$ cat src/rtl/bilbo_pkg.sv
package bilbo_pkg;

  typedef enum logic [1:0] {
    ROLE_SHIFT   = 2'b00,
    ROLE_PATTERN = 2'b01,
    ROLE_CAPTURE = 2'b10,
    ROLE_COMPACT = 2'b11
  } role_e;

endpackage

$ cat src/rtl/bilbo_rst_sync.sv
module bilbo_rst_sync #(
  parameter int STAGES = 2
) (
  input  logic clk,
  input  logic rst_n,
  output logic srst_n
);

  logic [STAGES-1:0] chain_q;
  logic [STAGES-1:0] chain_d;

  always_comb begin
    chain_d = {chain_q[STAGES-2:0], 1'b1};
  end

  always_ff @(posedge clk or negedge rst_n) begin
    if (!rst_n) chain_q <= '0;
    else        chain_q <= chain_d;
  end

  assign srst_n = chain_q[STAGES-1];

endmodule

$ cat src/rtl/bilbo_feedback.sv
module bilbo_feedback #(
  parameter int            WIDTH = 4,
  parameter logic [WIDTH-1:0] TAPS = 4'b1100
) (
  input  logic [WIDTH-1:0] state,
  output logic             fb
);

  logic [WIDTH-1:0] tapped;

  genvar g;
  generate
    for (g = 0; g < WIDTH; g++) begin : g_tap
      if (TAPS[g]) begin : g_on
        assign tapped[g] = state[g];
      end else begin : g_off
        assign tapped[g] = 1'b0;
      end
    end
  endgenerate

  assign fb = ^tapped;

endmodule

$ cat src/rtl/bilbo_next.sv
module bilbo_next
  import bilbo_pkg::*;
#(
  parameter int               WIDTH = 4,
  parameter logic [WIDTH-1:0] TAPS  = 4'b1100,
  parameter logic [WIDTH-1:0] SEED  = 4'b0001
) (
  input  role_e            role,
  input  logic [WIDTH-1:0] state,
  input  logic [WIDTH-1:0] par_in,
  input  logic             scan_in,
  output logic [WIDTH-1:0] state_nxt
);

  logic             fb;
  logic [WIDTH-1:0] shifted;
  logic             is_zero;

  bilbo_feedback #(.WIDTH(WIDTH), .TAPS(TAPS)) u_fb (
    .state (state),
    .fb    (fb)
  );

  assign shifted = {state[WIDTH-2:0], fb};
  assign is_zero = (state == '0);

  always_comb begin
    unique case (role)
      ROLE_SHIFT:   state_nxt = {state[WIDTH-2:0], scan_in};
      ROLE_PATTERN: state_nxt = is_zero ? SEED : shifted;
      ROLE_CAPTURE: state_nxt = par_in;
      ROLE_COMPACT: state_nxt = shifted ^ par_in;
      default:      state_nxt = state;
    endcase
  end

endmodule

$ cat src/rtl/bilbo_reg.sv
module bilbo_reg
  import bilbo_pkg::*;
#(
  parameter int               WIDTH = 4,
  parameter logic [WIDTH-1:0] TAPS  = 4'b1100,
  parameter logic [WIDTH-1:0] SEED  = 4'b0001,
  parameter int               SYNC  = 2
) (
  input  logic             clk,
  input  logic             rst_n,
  input  logic [1:0]       mode,
  input  logic [WIDTH-1:0] par_in,
  input  logic             scan_in,
  output logic [WIDTH-1:0] par_out,
  output logic             scan_out
);

  localparam int MSB = WIDTH - 1;

  logic             srst_n;
  role_e            role;
  logic [WIDTH-1:0] state_q;
  logic [WIDTH-1:0] state_d;
  logic             state_en;

  bilbo_rst_sync #(.STAGES(SYNC)) u_rst (
    .clk    (clk),
    .rst_n  (rst_n),
    .srst_n (srst_n)
  );

  assign role = role_e'(mode);

  bilbo_next #(.WIDTH(WIDTH), .TAPS(TAPS), .SEED(SEED)) u_next (
    .role      (role),
    .state     (state_q),
    .par_in    (par_in),
    .scan_in   (scan_in),
    .state_nxt (state_d)
  );

  assign state_en = 1'b1;

  always_ff @(posedge clk or negedge srst_n) begin
    if (!srst_n)       state_q <= '0;
    else if (state_en) state_q <= state_d;
  end

  assign par_out  = state_q;
  assign scan_out = state_q[MSB];


  shift_move_chk: assert property (@(posedge clk) disable iff (!srst_n)
    (mode == 2'b00) |=> (state_q == {$past(state_q[MSB-1:0]), $past(scan_in)}));


  pattern_live_chk: assert property (@(posedge clk) disable iff (!srst_n)
    (mode == 2'b01 && state_q != '0) |=> (state_q != '0));


  pattern_seed_chk: assert property (@(posedge clk) disable iff (!srst_n)
    (mode == 2'b01 && state_q == '0) |=> (state_q == SEED));


  capture_load_chk: assert property (@(posedge clk) disable iff (!srst_n)
    (mode == 2'b10) |=> (state_q == $past(par_in)));


  compact_hold_chk: assert property (@(posedge clk) disable iff (!srst_n)
    (mode == 2'b11 && state_q == '0 && par_in == '0) |=> (state_q == '0));


  reset_clear_chk: assert property (@(posedge clk)
    (!srst_n) |-> (par_out == '0));

endmodule

$ cat config.mk
export PLATFORM = sky130hd
export DESIGN_NAME = bilbo_reg
export DESIGN_NICKNAME = d
export VERILOG_FILES = /design/src/rtl/bilbo_pkg.sv /design/src/rtl/bilbo_rst_sync.sv /design/src/rtl/bilbo_feedback.sv /design/src/rtl/bilbo_next.sv /design/src/rtl/bilbo_reg.sv
export SDC_FILE = /design/constraint.sdc
export NUM_CORES = 1
export LEC_CHECK = 0
export BUFFER_PORTS_ARGS = -buffer_cell sky130_fd_sc_hd__buf_4
export CAP_MARGIN = 25
export CORE_AREA = 2 2 39 41
export CTS_CLUSTER_SIZE = 25
export DETAILED_ROUTE_END_ITERATION = 10
export DIE_AREA = 0 0 41 43
export GPL_TIMING_DRIVEN = 1
export SLEW_MARGIN = 10
export SYNTH_ARGS = -nofsm -noshare
export SYNTH_HDL_FRONTEND = slang
export SYNTH_SLANG_ARGS = --single-unit
export TNS_END_PERCENT = 1
$ cat constraint.sdc
create_clock -name clk -period 0.8 [get_ports clk]
set_input_delay 0.08 -clock clk [delete_from_list [all_inputs] [get_ports clk]]
set_output_delay 0.08 -clock clk [all_outputs]
set_load 0.005 [all_outputs]
==> results.json, run 1 <==
{
  "place_hpwl_um": 585,
  "core_um2": 1380,
  "power.density_nw_per_um2": 2010,
  "rows": 14,
  "crit_type": "reg -> reg",
  "cts_root_buf": "clkbuf_4",
  "port_buffers": 13,
  "grt_pass1_vias": 313,
  "clock_skew_ns": 0.00171,
  "grt_max_degree": 9,
  "start_util_pct": 23.2,
  "multiInputGateArea_um2": 195,
  "numCtsBuffers": 3,
  "htree_levels": 1,
  "area_growth_pct": 83.3,
  "cp_top_family": "flip-flops",
  "finalSetupViolations": 9,
  "worstPathMaxFanout": 2,
  "fin_util_pct": 42.6,
  "fp.dieH_um": 43,
  "slew_violations": 0,
  "drc_errors": 0,
  "ff_latch_area_um2": 150,
  "critical-path-max-stage-delay_ns": 0.39,
  "synth.distinct_cells": 17,
  "status": "complete, but fails checks",
  "viasPerCell": 4.61,
  "critPathBufInv": 1,
  "drive_gt1_share_pct": 65.5,
  "diodes": 0,
  "instances_no_fill": 71,
  "cp-end-kind": "flop",
  "cts_tree": "done",
  "finalCritPeriodShare_pct": 143,
  "cp_data_required_time_ns": 0.92,
  "fp.dieW_um": 41,
  "layout_min_cycle_time_ns": 1.14,
  "dieArea_um2": 1760,
  "crit_path_cell_trace": "inv_2, ha_4, nor3b_4, o2bb2ai_2, a22oi_1",
  "ant_nets": 0,
  "drt_iter0_drc": 3,
  "yosys.area.top_type": "dfrtp_1",
  "syn_nets": 41,
  "clkTransAtPathRegs_ns": 0.05,
  "drt-total-wl_um": 779,
  "dr.pass1.iters": 2,
  "synth_area_leaders": "dfrtp_1, a21oi_1, o32ai_2, nand3_1, o21ai_0",
  "violations": "setup timing",
  "grt_pass1_wl_um": 1320,
  "maxCapViolCount": 0,
  "nets": 67,
  "wire_per_inst_um": 11.0,
  "layout_common_cells": "buf_4, dfrtp_1, a21oi_1, buf_6, clkbuf_4",
  "clk_latency_ns": 0.24,
  "cp.arrival_ns": 1.26,
  "via_count": 327,
  "rsz0062_at_grt": "true",
  "cp-start-kind": "flop",
  "placedCellCount": 65,
  "gr-total-overflow": 0,
  "yosys_warnings": 0,
  "irDropWorstVdd_mv": 0.796,
  "synthCells": 31,
  "yosysSeqAreaShare_pct": 46.7,
  "tns_ns": -1.76,
  "max_freq_mhz": 875,
  "clockBufferDepth": 2,
  "hold_viol": 0,
  "postSynthAreaPerCell_um2": 10.4,
  "yosysTopAreaCellShare_pct": 46.7,
  "worst_slack_ns": -0.343,
  "grtUsageTotal_pct": 11.5,
  "cts_sinks": 6,
  "worstHoldPathType": "reg -> async",
  "leakage_nw": 0.272,
  "layout.cells.most_common": "buf_4",
  "antenna_found_initial": 0,
  "place.gp.congestion": 0.679,
  "fillers": 144,
  "boundaryPins": 14,
  "ys_seq_elements": 6,
  "cp_slowest_cell": "dfrtp_1",
  "synthesis.area_um2": 322
}
[registers in the layout, indices dropped and copies added, names as in the netlist]
register and count:
par_out 4, u_rst.chain_q 2
[cells in the mapped netlist]
library cell / number
dfrtp_1: 6
ha_1: 1
nand3_1: 3
buf_6: 1
conb_1: 1
buf_4: 1
a21oi_1: 4
nand2_1: 1
a22oi_1: 1
o2bb2ai_1: 1
o32ai_2: 1
inv_1: 3
a21oi_2: 1
o21ai_0: 3
nor3b_1: 1
mux2_4: 1
o31ai_1: 1
[per-layer routing]
layer	global-route usage (%)	part of all wire [%]	vias to the layer above
met2	15.3	49	11
met4	8.00	2.4	0
met3	3.14	4.9	2
met5	0	0	-
li1	-	-	161
met1	15.4	43	153
[final timing paths]
check / startpoint / end / slack, ns / cells after the start
setup / recovery: par_out[2] / par_out[3] / -0.34 / 5
hold / removal: u_rst.chain_q[1] / par_out[1] / 0.07 / 0
setup reg to reg: par_out[2] / par_out[3] / -0.34 / 5
hold reg to reg: u_rst.chain_q[1] / par_out[1] / 0.07 / 0
max in group asynchronous: rst_n / u_rst.chain_q[0] / 0.56 / 2
min in group clk: mode[0] / par_out[0] / 0.08 / 2
[power breakdown]
part / internal, W / switching (W) / leakage (nW)
sequential: 0.000349 / 0.0000448 / 0.0692
clock: 0.000170 / 0.000111 / 0.0138
combinational: 0.000319 / 0.000190 / 0.189
total: 0.000838 / 0.000345 / 0.272
[layout make-up]
class / count / area share, %
clock buffer: 3 / 3.82
sequential: 6 / 25.5
tap: 16 / 3.40
timing repair buffer: 23 / 32.3
multi-input combinational: 20 / 33.1
inverter: 3 / 1.91
[stage by stage]
step	total power, W	area (um2)	setup slack, ns	hold WS (ns)
floorplan	0.000623	359	-0.324	-0.216
global placement	0.000822	510	-0.327	-0.137
detailed placement	0.000835	510	-0.343	-0.138
CTS	0.00114	561	-0.344	0.0768
global route	0.00128	589	-0.420	0.0796
finish	0.00118	589	-0.343	0.0653
[cells by family after synthesis]
group,after synthesis,share of synthesized area [%]
compound gates,12,26.1
fa+ha+maj,1,3.89
simple gates,5,8.17
other cells,1,1.17
buf+inv,5,9.34
flops,6,46.7
mux,1,4.67
[repair_timing]
| item | 4_1_cts | 5_1_grt |
|---|---|---|
| hold buffers | 1 | 0 |
| pin swaps | 7 | 0 |
| hold endpoints to repair | 2 | 0 |
| setup buffers | 0 | 2 |
| endpoints found under the setup margin | 9 | 9 |
| resized for setup | 5 | 3 |
Power figures use the tool's default switching activity.
==> inputs of run 2 (changes only) <==
==> constraint.sdc (replaced) <==
create_clock -name clk -period 1.2 [get_ports clk]
set_input_delay 0.12 -clock clk [delete_from_list [all_inputs] [get_ports clk]]
set_output_delay 0.12 -clock clk [all_outputs]
set_load 0.005 [all_outputs]
==> run 2 against run 1 <==
Effect of this change: the run now ends clean; setup slack better by 0.41 ns; worst hold slack got worse by 0.0077 ns; final area decreased by 16%; global-route usage down 2.1 points; maximum frequency rose by 1.2%; clock-buffer cell count is the same; clock power fell by 35%; clock skew is 0.0059 ns higher; power fell by 43%; sequential power is 32% lower; non-clock buffer count fell by 7.
==> results.json, run 2 (synthesized netlist as in run 1, its figures left out) <==
{
  "status": "completed",
  "worstHoldPathType": "reg -> async",
  "drt_iter0_drc": 1,
  "cp.arrival_ns": 1.24,
  "cp-end-kind": "flop",
  "cts_sinks": 6,
  "grt_pass1_vias": 270,
  "clockBufferDepth": 2,
  "finalCritPeriodShare_pct": 94.2,
  "antenna_found_initial": 0,
  "grt_max_degree": 10,
  "layout_common_cells": "buf_4, dfrtp_1, a21oi_1",
  "leakage_nw": 0.229,
  "r2r-start": "par_out[2]",
  "irDropWorstVdd_mv": 0.593,
  "rows": 14,
  "core_um2": 1380,
  "hold_viol": 0,
  "r2r_cells": 4,
  "crit_type": "reg -> reg",
  "power.density_nw_per_um2": 1370,
  "via_count": 288,
  "grt_pass1_wl_um": 1090,
  "clock_skew_ns": 0.00757,
  "place.gp.congestion": 0.731,
  "cp_data_required_time_ns": 1.31,
  "boundaryPins": 14,
  "cts_setup_buffers": 0,
  "fin_area_um2": 497,
  "met2_usage_pct": 13.4,
  "grt.busiest_layer": "met2",
  "viasPerCell": 4.50,
  "fp.dieH_um": 43,
  "area_growth_pct": 54.5,
  "worstPathMaxFanout": 3,
  "drt-total-wl_um": 662,
  "drive_gt1_share_pct": 52.1,
  "slew_violations": 0,
  "layout_min_cycle_time_ns": 1.13,
  "fin_util_pct": 35.9,
  "dr.pass1.iters": 2,
  "use_met1_pct": 11.6,
  "fp.dieW_um": 41,
  "drc_errors": 0,
  "numCtsBuffers": 3,
  "diodes": 0,
  "r2r_end": "par_out[0]",
  "grtUsageTotal_pct": 9.43,
  "wire_per_inst_um": 10.3,
  "cts_tree": "done",
  "clk_latency_ns": 0.24,
  "clkTransAtPathRegs_ns": 0.05,
  "dieArea_um2": 1760,
  "layout.cells.most_common": "buf_4",
  "maxCapViolCount": 0,
  "max_freq_mhz": 885,
  "rsz0062_at_grt": "false",
  "cp-start-kind": "flop",
  "place_area_um2": 440,
  "htree_levels": 1,
  "ant_nets": 0,
  "nets": 60,
  "cts_root_buf": "clkbuf_4",
  "start_util_pct": 23.2,
  "grt_use_met3_pct": 6.28,
  "port_buffers": 13,
  "gr-total-overflow": 0,
  "largest_reg_flops": 4,
  "fillers": 152,
  "finalSetupViolations": 0,
  "r2r_slack_ns": 0.07,
  "place_hpwl_um": 484
}
==> run 2: final cells by class <==
class	instances	area (um2)	share of cell area, %
multi-input combinational	20	170	34.3
sequential	6	150	30.2
timing repair buffer	16	123	24.7
clock buffer	3	22.5	4.53
tap	16	20.0	4.03
inverter	3	11.3	2.27
==> run 2: per-layer routing <==
layer	up-vias	share of wire, %	wire (um)
li1	146	-	-
met1	130	43	286
met2	12	51	339
met3	0	5.4	36
met4	0	0	0
met5	-	0	0
==> run 2: repair_timing <==
| action | in CTS | in global routing |
|---|---|---|
| pin swaps | 1 | 1 |
| resized for setup | 1 | 3 |
| hold buffers | 1 | 0 |
| setup endpoints to repair | 2 | 1 |
| hold endpoints to repair | 2 | 0 |
==> run 2: worst max-delay path by stage <==
| stage | start | endpoint | slack (ns) | depth (start not counted) |
|---|---|---|---|---|
| final | par_out[2] | par_out[0] | 0.07 | 4 |
| after floorplan | par_out[2] | par_out[3] | 0.02 | 5 |
| after detailed placement | par_out[2] | par_out[3] | -0.04 | 5 |
| after global placement | par_out[2] | par_out[3] | -0.05 | 5 |
| after CTS | par_out[2] | par_out[0] | 0.009 | 5 |
| after global routing | par_out[2] | par_out[3] | 0.02 | 5 |
==> run 2: power by group <==
part | total [W] | internal (W) | switching, W
Combinational | 0.000231 | 0.000140 | 0.0000908
Clock | 0.000182 | 0.000113 | 0.0000688
Sequential | 0.000267 | 0.000233 | 0.0000336
Total | 0.000679 | 0.000486 | 0.000193
==> run 2: metrics by stage <==
stage	total power, W	hold WS, ns	setup WS, ns	cells	setup TNS (ns)
detailed placement	0.000463	-0.0952	-0.0406	60	-0.0406
finish	0.000679	0.0576	0.0700	64	0
floorplan	0.000364	-0.176	0.0222	31	0
global placement	0.000459	-0.0969	-0.0522	60	-0.0522
global route	0.000732	0.0878	0.0199	64	0
CTS	0.000656	0.0668	0.00940	64	0
==> run 2: critical path, cell delays in order, from the launching register on <==
cell and delay (ns):
dfrtp_1 0.38, inv_2 0.08, ha_4 0.21, o31ai_2 0.25, a21oi_2 0.08
